<file path="config.mk">
export PLATFORM = sky130hd
export DESIGN_NAME = pm_evt_cond
export DESIGN_NICKNAME = d
export VERILOG_FILES = /design/src/rtl/pm_evt_pkg.sv /design/src/rtl/pm_evt_sync.sv /design/src/rtl/pm_evt_debounce.sv /design/src/rtl/pm_evt_fall_rearm.sv /design/src/rtl/pm_evt_status.sv /design/src/rtl/pm_evt_cond.sv
export SDC_FILE = /design/constraint.sdc
export NUM_CORES = 1
export LEC_CHECK = 0
export BUFFER_PORTS_ARGS = -buffer_cell sky130_fd_sc_hd__buf_2
export CORE_ASPECT_RATIO = 0.8
export CORE_UTILIZATION = 30
export CTS_CLUSTER_DIAMETER = 120
export DETAILED_ROUTE_END_ITERATION = 12
export PLACE_DENSITY_LB_ADDON = 0.1
export SLEW_MARGIN = 20
export SYNTH_ARGS = -nofsm -noshare
export SYNTH_HDL_FRONTEND = slang
export SYNTH_HIERARCHICAL = 1
export SYNTH_SLANG_ARGS = --single-unit
</file>
<file path="constraint.sdc">
create_clock -name clk_i -period 3.4 [get_ports clk_i]
set_input_delay 0.51 -clock clk_i [delete_from_list [all_inputs] [get_ports clk_i]]
set_output_delay 0.51 -clock clk_i [all_outputs]
set_load 0.02 [all_outputs]
</file>
<file path="src/rtl/pm_evt_pkg.sv">
package pm_evt_pkg;
  localparam int unsigned NUM_SRC  = 3;
  localparam int unsigned NUM_SLOW = 2;
  localparam int unsigned SRC_LID  = 0;
  localparam int unsigned SRC_PWR  = 1;
  localparam int unsigned SRC_EXT  = 2;
  typedef logic [NUM_SRC-1:0] src_vec_t;
endpackage

</file>
<file path="src/rtl/pm_evt_sync.sv">
module pm_evt_sync #(
  parameter int unsigned          WIDTH   = 1,
  parameter int unsigned          STAGES  = 2,
  parameter logic [WIDTH-1:0]     RST_VAL = '0
) (
  input  logic             clk_i,
  input  logic             rst_ni,
  input  logic [WIDTH-1:0] d_i,
  output logic [WIDTH-1:0] q_o
);
  logic [WIDTH-1:0] stg_q [STAGES];

  always_ff @(posedge clk_i or negedge rst_ni) begin
    if (!rst_ni) begin
      for (int i = 0; i < STAGES; i++) stg_q[i] <= RST_VAL;
    end else begin
      stg_q[0] <= d_i;
      for (int i = 1; i < STAGES; i++) stg_q[i] <= stg_q[i-1];
    end
  end

  assign q_o = stg_q[STAGES-1];
endmodule

</file>
<file path="src/rtl/pm_evt_debounce.sv">
module pm_evt_debounce #(
  parameter int unsigned TICKS      = 16,
  parameter bit          BOTH_EDGES = 1'b1
) (
  input  logic clk_i,
  input  logic rst_ni,
  input  logic tick_i,
  input  logic d_i,
  output logic lvl_o,
  output logic evt_o
);
  localparam int unsigned CW = $clog2(TICKS + 1);
  localparam logic [CW-1:0] LAST = CW'(TICKS - 1);

  logic [CW-1:0] cnt_q;
  logic          lvl_q, evt_q, flip, evt_d;

  assign flip = (d_i != lvl_q) && tick_i && (cnt_q == LAST);

  generate
    if (BOTH_EDGES) begin : g_both
      assign evt_d = flip;
    end else begin : g_rise
      assign evt_d = flip && d_i;
    end
  endgenerate

  always_ff @(posedge clk_i or negedge rst_ni) begin
    if (!rst_ni) begin
      cnt_q <= '0;
      lvl_q <= 1'b0;
      evt_q <= 1'b0;
    end else begin
      evt_q <= evt_d;
      if (d_i == lvl_q) begin
        cnt_q <= '0;
      end else if (tick_i) begin
        if (cnt_q == LAST) begin
          lvl_q <= d_i;
          cnt_q <= '0;
        end else begin
          cnt_q <= cnt_q + 1'b1;
        end
      end
    end
  end

  assign lvl_o = lvl_q;
  assign evt_o = evt_q;

  // level may only move on a tick edge
  p_lvl_on_tick_r2: assert property (@(posedge clk_i) disable iff (!rst_ni)
    !$stable(lvl_q) |-> $past(tick_i));
  // an event always coincides with a level change
  p_evt_has_change_r3: assert property (@(posedge clk_i) disable iff (!rst_ni)
    evt_q |-> !$stable(lvl_q));
endmodule

</file>
<file path="src/rtl/pm_evt_fall_rearm.sv">
module pm_evt_fall_rearm #(
  parameter int unsigned REARM = 4
) (
  input  logic clk_i,
  input  logic rst_ni,
  input  logic s_i,
  output logic evt_o
);
  localparam int unsigned HW = $clog2(REARM + 1);
  localparam logic [HW-1:0] FULL = HW'(REARM);

  logic [HW-1:0] hi_cnt_q;
  logic          armed, evt_q;

  assign armed = (hi_cnt_q == FULL);

  always_ff @(posedge clk_i or negedge rst_ni) begin
    if (!rst_ni) begin
      hi_cnt_q <= '0;
      evt_q    <= 1'b0;
    end else begin
      evt_q <= !s_i && armed;
      if (!s_i)        hi_cnt_q <= '0;
      else if (!armed) hi_cnt_q <= hi_cnt_q + 1'b1;
    end
  end

  assign evt_o = evt_q;

  // re-arm needs high time, so events never come back to back
  p_one_pulse_r6: assert property (@(posedge clk_i) disable iff (!rst_ni)
    evt_q |=> !evt_q);
  // an event follows a low sample
  p_evt_after_low_r5: assert property (@(posedge clk_i) disable iff (!rst_ni)
    evt_q |-> !$past(s_i));
endmodule

</file>
<file path="src/rtl/pm_evt_status.sv">
module pm_evt_status
  import pm_evt_pkg::*;
(
  input  logic     clk_i,
  input  logic     rst_ni,
  input  src_vec_t evt_i,
  input  src_vec_t en_i,
  input  src_vec_t clr_i,
  output src_vec_t st_o,
  output logic     smi_no
);
  src_vec_t st_q;
  logic     smi_q;

  always_ff @(posedge clk_i or negedge rst_ni) begin
    if (!rst_ni) begin
      st_q  <= '0;
      smi_q <= 1'b1;
    end else begin
      st_q  <= (st_q & ~clr_i) | (evt_i & en_i);  // set beats clear
      smi_q <= ~|(st_q & en_i);
    end
  end

  assign st_o   = st_q;
  assign smi_no = smi_q;

  p_gate_r7: assert property (@(posedge clk_i) disable iff (!rst_ni)
    1'b1 |=> ((st_q & ~$past(st_q) & ~$past(en_i)) == '0));
  p_clear_r8: assert property (@(posedge clk_i) disable iff (!rst_ni)
    1'b1 |=> ((st_q & $past(clr_i & ~evt_i)) == '0));
  p_keep_r8: assert property (@(posedge clk_i) disable iff (!rst_ni)
    1'b1 |=> ((~st_q & $past(st_q & ~clr_i)) == '0));
  p_smi_src_r9: assert property (@(posedge clk_i) disable iff (!rst_ni)
    !smi_q |-> $past(|st_q));
endmodule

</file>
<file path="src/rtl/pm_evt_cond.sv">
module pm_evt_cond
  import pm_evt_pkg::*;
#(
  parameter int unsigned DB_TICKS    = 16,
  parameter int unsigned EXT_REARM   = 4,
  parameter int unsigned SYNC_STAGES = 2
) (
  input  logic           clk_i,
  input  logic           rst_ni,
  input  logic           ms_tick_i,
  input  logic           lid_i,
  input  logic           pwrbtn_i,
  input  logic           ext_smi_ni,
  input  logic [2:0]     en_i,
  input  logic [2:0]     clr_i,
  output logic [2:0]     stat_o,
  output logic           lid_lvl_o,
  output logic           pwrbtn_lvl_o,
  output logic           smi_no
);
  logic [NUM_SLOW-1:0] slow_raw, slow_s, slow_lvl, slow_evt;
  logic                ext_s, ext_evt;
  src_vec_t            evt;

  assign slow_raw[SRC_LID] = lid_i;
  assign slow_raw[SRC_PWR] = pwrbtn_i;

  pm_evt_sync #(.WIDTH(NUM_SLOW), .STAGES(SYNC_STAGES), .RST_VAL('0)) u_sync_slow (
    .clk_i (clk_i), .rst_ni(rst_ni), .d_i(slow_raw), .q_o(slow_s)
  );

  pm_evt_sync #(.WIDTH(1), .STAGES(SYNC_STAGES), .RST_VAL(1'b1)) u_sync_ext (
    .clk_i (clk_i), .rst_ni(rst_ni), .d_i(ext_smi_ni), .q_o(ext_s)
  );

  generate
    for (genvar j = 0; j < NUM_SLOW; j++) begin : g_db
      pm_evt_debounce #(
        .TICKS     (DB_TICKS),
        .BOTH_EDGES(j == SRC_LID)
      ) u_db (
        .clk_i (clk_i),
        .rst_ni(rst_ni),
        .tick_i(ms_tick_i),
        .d_i   (slow_s[j]),
        .lvl_o (slow_lvl[j]),
        .evt_o (slow_evt[j])
      );
    end
  endgenerate

  pm_evt_fall_rearm #(.REARM(EXT_REARM)) u_ext (
    .clk_i (clk_i), .rst_ni(rst_ni), .s_i(ext_s), .evt_o(ext_evt)
  );

  assign evt = {ext_evt, slow_evt};

  pm_evt_status u_status (
    .clk_i (clk_i),
    .rst_ni(rst_ni),
    .evt_i (evt),
    .en_i  (en_i),
    .clr_i (clr_i),
    .st_o  (stat_o),
    .smi_no(smi_no)
  );

  assign lid_lvl_o    = slow_lvl[SRC_LID];
  assign pwrbtn_lvl_o = slow_lvl[SRC_PWR];

  // power button press is rising only
  p_pwr_rise_r4: assert property (@(posedge clk_i) disable iff (!rst_ni)
    slow_evt[SRC_PWR] |-> slow_lvl[SRC_PWR]);
endmodule

</file>
Word level (Yosys, flattened, before mapping)
Cells that the tools add are included.
Cells by class
  equal/unequal tests: 8
  bitwise gates (word level): 7
  muxes and demuxes: 8
  reductions and logical operators: 13
  $add $sub $neg: 3
Operators by type and width (count)
  two-way mux 5 bit: 6
  adder 5 x 1 -> 5 bit (second input constant): 2
  equality test 5 x 4 -> 1 bit (second input constant): 2
  bitwise AND 3 bit: 3
  logical AND 1 bit: 6
  two-way mux 3 bit: 2
  AND reduction 3 bit: 2
  nonzero test 2 bit: 2
  adder 3 x 1 -> 3 bit (second input constant): 1
  equality test 3 bit (second input constant): 1
  NOT 3 bit: 1
  bitwise OR 3 bit: 1
  OR reduction 3 bit: 1
  equality test 1 bit: 2
  logical NOT 1 bit: 2
  != test 1 bit: 2
  != test 2 bit (second input constant): 1
  NOT 1 bit: 2
Storage, ports and cells
  input bits: 12
  output and inout port bits: 6
  register bits: 28
  word-level logic and storage cells: 53

Logic depth before layout (Yosys ltp)
  word-level depth: 4
  depth in mapped cells: 4
  gate-level depth less buffers: 4

Hierarchy
The synthesis kept the hierarchy.
Modules (own cells, without submodules)
  pm_evt_debounce at g_db[1].u_db: area each 335.3 um^2, cells an instance 29, times used 1
  pm_evt_debounce at g_db[0].u_db: area each 325.3 um^2, cells an instance 29, times used 1
  pm_evt_fall_rearm: area each 191.4 um^2, cells an instance 19, times used 1
  pm_evt_status: area each 148.9 um^2, cells an instance 14, times used 1
  pm_evt_sync at u_sync_slow: area each 115.1 um^2, cells an instance 6, times used 1
  pm_evt_sync at u_sync_ext: area each 52.6 um^2, cells an instance 2, times used 1

Worst setup path before layout
No wires, ideal clock.
  path type: flip-flop to flip-flop
  start point: register g_db[1].u_db.cnt_q[0]
  end point: register g_db[1].u_db.lvl_q
  slack: 2.158 ns
  data arrival time: 1.114 ns
  period minus slack after synthesis: 1.242 ns
  data required time: 3.273 ns
  stages on the path, launching flop included: 5
  library setup time: 0.127 ns
  cell sequence: dfrtp_1 -> ha_1 -> nand4_2 -> nor2_2 -> mux2_1
Between the ends
  cells in the longest elaborated chain, start to end: 2
RTL lines
  from (decl): RTL line pm_evt_debounce.sv:15  | logic [CW-1:0] cnt_q;
  from (signal assigned): RTL line pm_evt_debounce.sv:42  | cnt_q <= cnt_q + 1'b1;
  equality test 5 x 4 -> 1 bit: RTL line pm_evt_debounce.sv:38  | if (cnt_q == LAST) begin
  AND reduction 3 bit (no line)
  to (signal assigned): RTL line pm_evt_debounce.sv:39  | lvl_q <= d_i;
  to (decl): RTL line pm_evt_debounce.sv:16  | logic lvl_q, evt_q, flip, evt_d;
No other way between the ends.
A chain may end at the register's enable or synchronous reset.

Final worst setup path
  start point: register u_status.smi_q, in the netlist u_status/smi_no
  end point: output port smi_no
RTL lines
  from (decl): RTL line pm_evt_status.sv:13  | logic smi_q;
  from (signal assigned): RTL line pm_evt_status.sv:21  | smi_q <= ~|(st_q & en_i);
  to (decl): RTL line pm_evt_cond.sv:19  | output logic smi_no
No word-level cell between the ends.

==> out/qor_table.md <==
| Item | This run |
|---|---|
| Sum of buffers and inverters on the critical path | 1 |
| DRC viols | 0 |
| Finish-stage setup viols | 0 |
| Post-synth top area cell | dfrtp_1 |
| Pin count of the biggest net entering global routing | 29 |
| Rel. slew slack | 0.602 |
| Hold violation total from the final report | 0 |
| Final HPWL DP | 1340 um |
| Tightest Hold Check Type | in -> async |
| Total wire length after detailed routing | 1850 um |
| Std-Cell Core Area | 3570 um2 |
| Tmin final | 1.45 ns |
| Clock tree from TritonCTS | done |
| Startpoint-to-endpoint class of the critical path | reg -> out |
| Required time at the worst-slack endpoint | 2.89 ns |
| Synthesized area per cell | 11.8 um2 |
| Total via count in the routed design | 756 |
| Top cell type's share of synthesized area | 0.535 |
| Crit Path Max Fanout | 1 |
| Post-synth EDFFs | 0 |
| WHS | 0.227 ns |
| Remaining antenna violation count after routing | 0 |
| Final period utilization | 0.428 |
| RD Place Congestion | 0.716 |
| Global-route wire length before repair | 3240 um |
| Number of buffers inserted by port buffering | 17 |
| Sequential cell area fraction in the yosys report | 0.603 |
| Number of gates given a new drive strength after cts | 0 |
| Slowest cell on the critical path | dfstp_2 |
| Count of antenna diodes in the layout | 0 |
| Maximum ir drop on the vdd rail | 0.200 mV |
| Area delta synth->final | 16.6% |
| Commonest cells post-synth | dfrtp_1, nand2_1, inv_1, a21oi_1, nor2_1 |
| Number of buffers added by the clock tree synthesis step | 3 |
| Worst Max-Slew Pin Slew | 0.597 ns |
| Achievable Freq | 0.688 GHz |
| Clock network latency to the later pin of the worst-skew pair | 0.27 ns |
| Worst-case register-to-register setup slack | 2.07 ns |
| Power Dens Cells | 483 nW/um2 |
| Global routing usage on met1 | 0.135 |
| Reg2Reg Depth | 4 |
| Hold bufs inserted after CTS | 0 |
| H-tree depth | 1 |
| Async set-or-reset flop fraction in the synthesized netlist | 1.00 |
| Post-synthesis cell count | 99 |
| Vias in the first global route | 716 |
| Cells along the critical path | buf_2 |
| Die Outline Area | 4150 um2 |
| Number of cells in the finished layout apart from fillers | 160 |
| Critical R2R Launch | g_db[1].u_db/cnt_q[0]$_DFFE_PN0P_ |
| Final slew viol count | 0 |
| Number of antenna violations at the first check in global routing | 0 |
| Most common cell in the netlist | dfrtp_1 |
| First-iteration detailed-routing DRC count | 32 |
| IO Count | 18 |
| Largest stage delay on the critical path | 0.52 ns |
| Post-route core utilization | 0.382 |
| Count of clock tree sinks | 28 |
| Horizontal extent of the die | 71.8 um |
| Congestion Overflow GR | 0 |
| Critical path origin | u_status/smi_no$_DFF_PN1_ |
| Final non-filler cell area | 1360 um2 |
| Reg clk slew, reported paths | 0.09 ns |
| Via-to-Cell Ratio | 4.73 |
| Critical Path Source Type | flop |
| Reported max-cap violation count | 0 |
| Worst reg2reg endpoint | g_db[1].u_db/lvl_o$_DFFE_PN0P_ |
| Layout cell share with drive strength beyond 1 | 0.246 |
| Worst setup skew after layout | 0.00360 ns |
| Net count reported at finish | 135 |
| Number of warnings issued by yosys | 6 |
| Clk Tree Root Cell | clkbuf_8 |
| Pre-CTS WS | 1.89 ns |
| Row count | 19 |
| Highest-utilization routing layer at the global route stage | met2 |
| Syn Std Cell Area | 1170 um2 |
| Die span in y | 57.8 um |
| Cells taking the most area after synthesis | dfrtp_1, dfstp_2, ha_1 |
| Standby leakage power | 0.653 nW |
| Element type at the critical path end | output pin |
| CTS Buffer Depth | 2 |
| Setup Buffers After CTS | 0 |
| Dominant synthesized flop cell | dfrtp_1 |
| Initial Util | 0.328 |
| First drt pass iteration count | 4 |
| Gr usage total | 0.103 |
| Met2 demand-to-capacity share in global routing | 0.156 |
| Cell variety after synth | 27 |
| Placed standard-cell area | 1290 um2 |
| Logic depth of the worst path, buffers included | 1 |
| Final Total Pwr | 658 uW |
| Register bit count reported by yosys | 28 |
| Per-cell routed wire length | 11.6 um |
| Sum Neg Setup Slack | 0 ns |
| Critical path arrival | 0.94 ns |
| Met3 track demand over resource | 0.0470 |
| Unrepaired setup endpoints after global routing | false |
| Run status | finished clean |
| Worst Setup Slack, final | 1.95 ns |
| Post-placement cell count | 156 |
| Kind of cell adding the most delay to the critical path | flip-flops |
| Net count of the mapped netlist | 115 |
==> logic make-up (layout without fill, tap and decap cells) <==
logic type,Yosys count,in the layout,synth area share
adders and majority gates,4,4,0.0428
muxes,3,3,0.0278
and+or+nand+nor,36,36,0.176
DFF,28,28,0.603
buffers and inverters,8,27,0.0321
xor gates and xnor gates,4,4,0.0300
AOI/OAI and AO/OA,16,16,0.0889
==> layout make-up <==
| type | instances | area, um2 |
|---|---|---|
| fill | 365 | 2200 |
| sequential | 28 | 704 |
| multi-input combinational | 63 | 427 |
| timing repair buffer | 17 | 85.1 |
| tap | 42 | 52.6 |
| clock buffer | 3 | 41.3 |
| clock inverter | 1 | 30.0 |
| inverter | 6 | 22.5 |
==> layer usage <==
layer,vias up,share of wire
met5,-,0
met4,0,0.0070
met3,2,0.067
met2,23,0.41
met1,352,0.52
li1,379,-
==> power breakdown <==
group / internal, mW / switching, mW / leakage [nW]
clock: 0.158 / 0.102 / 0.0357
combinational: 0.0175 / 0.0246 / 0.251
sequential: 0.346 / 0.0102 / 0.366
==> worst max-delay path by stage <==
stage                                     endpoint  slack (ns)
global placement    g_db[1].u_db/lvl_o$_DFFE_PN0P_        1.92
CTS                                         smi_no        1.92
floorplan           g_db[1].u_db/lvl_o$_DFFE_PN0P_        2.16
detailed placement  g_db[1].u_db/lvl_o$_DFFE_PN0P_        1.89
global route                                smi_no        1.90
finish                                      smi_no        1.95
==> state kept, by name (all words and copies together), names as in the netlist <==
signal / cells
g_db.u_db/cnt_q: 10
u_ext/hi_cnt_q: 3
u_status/st_o: 3
g_db.u_db/evt_o: 2
g_db.u_db/lvl_o: 2
u_sync_slow/q_o: 2
u_sync_slow/stg_q: 2
u_ext/evt_o: 1
u_status/smi_no: 1
u_sync_ext/q_o: 1
u_sync_ext/stg_q: 1
==> placed cells by master (no fill, tap or decap), types with 4 or more instances in the layout <==
cell type / count
ha_1: 4
nand3_1: 4
inv_1: 6
o21ai_0: 4
dfrtp_1: 25
buf_2: 17
nor2_1: 5
nand2b_1: 4
nand2_1: 12
a21oi_1: 5
Note: power is estimated with default switching activity, not from simulation.
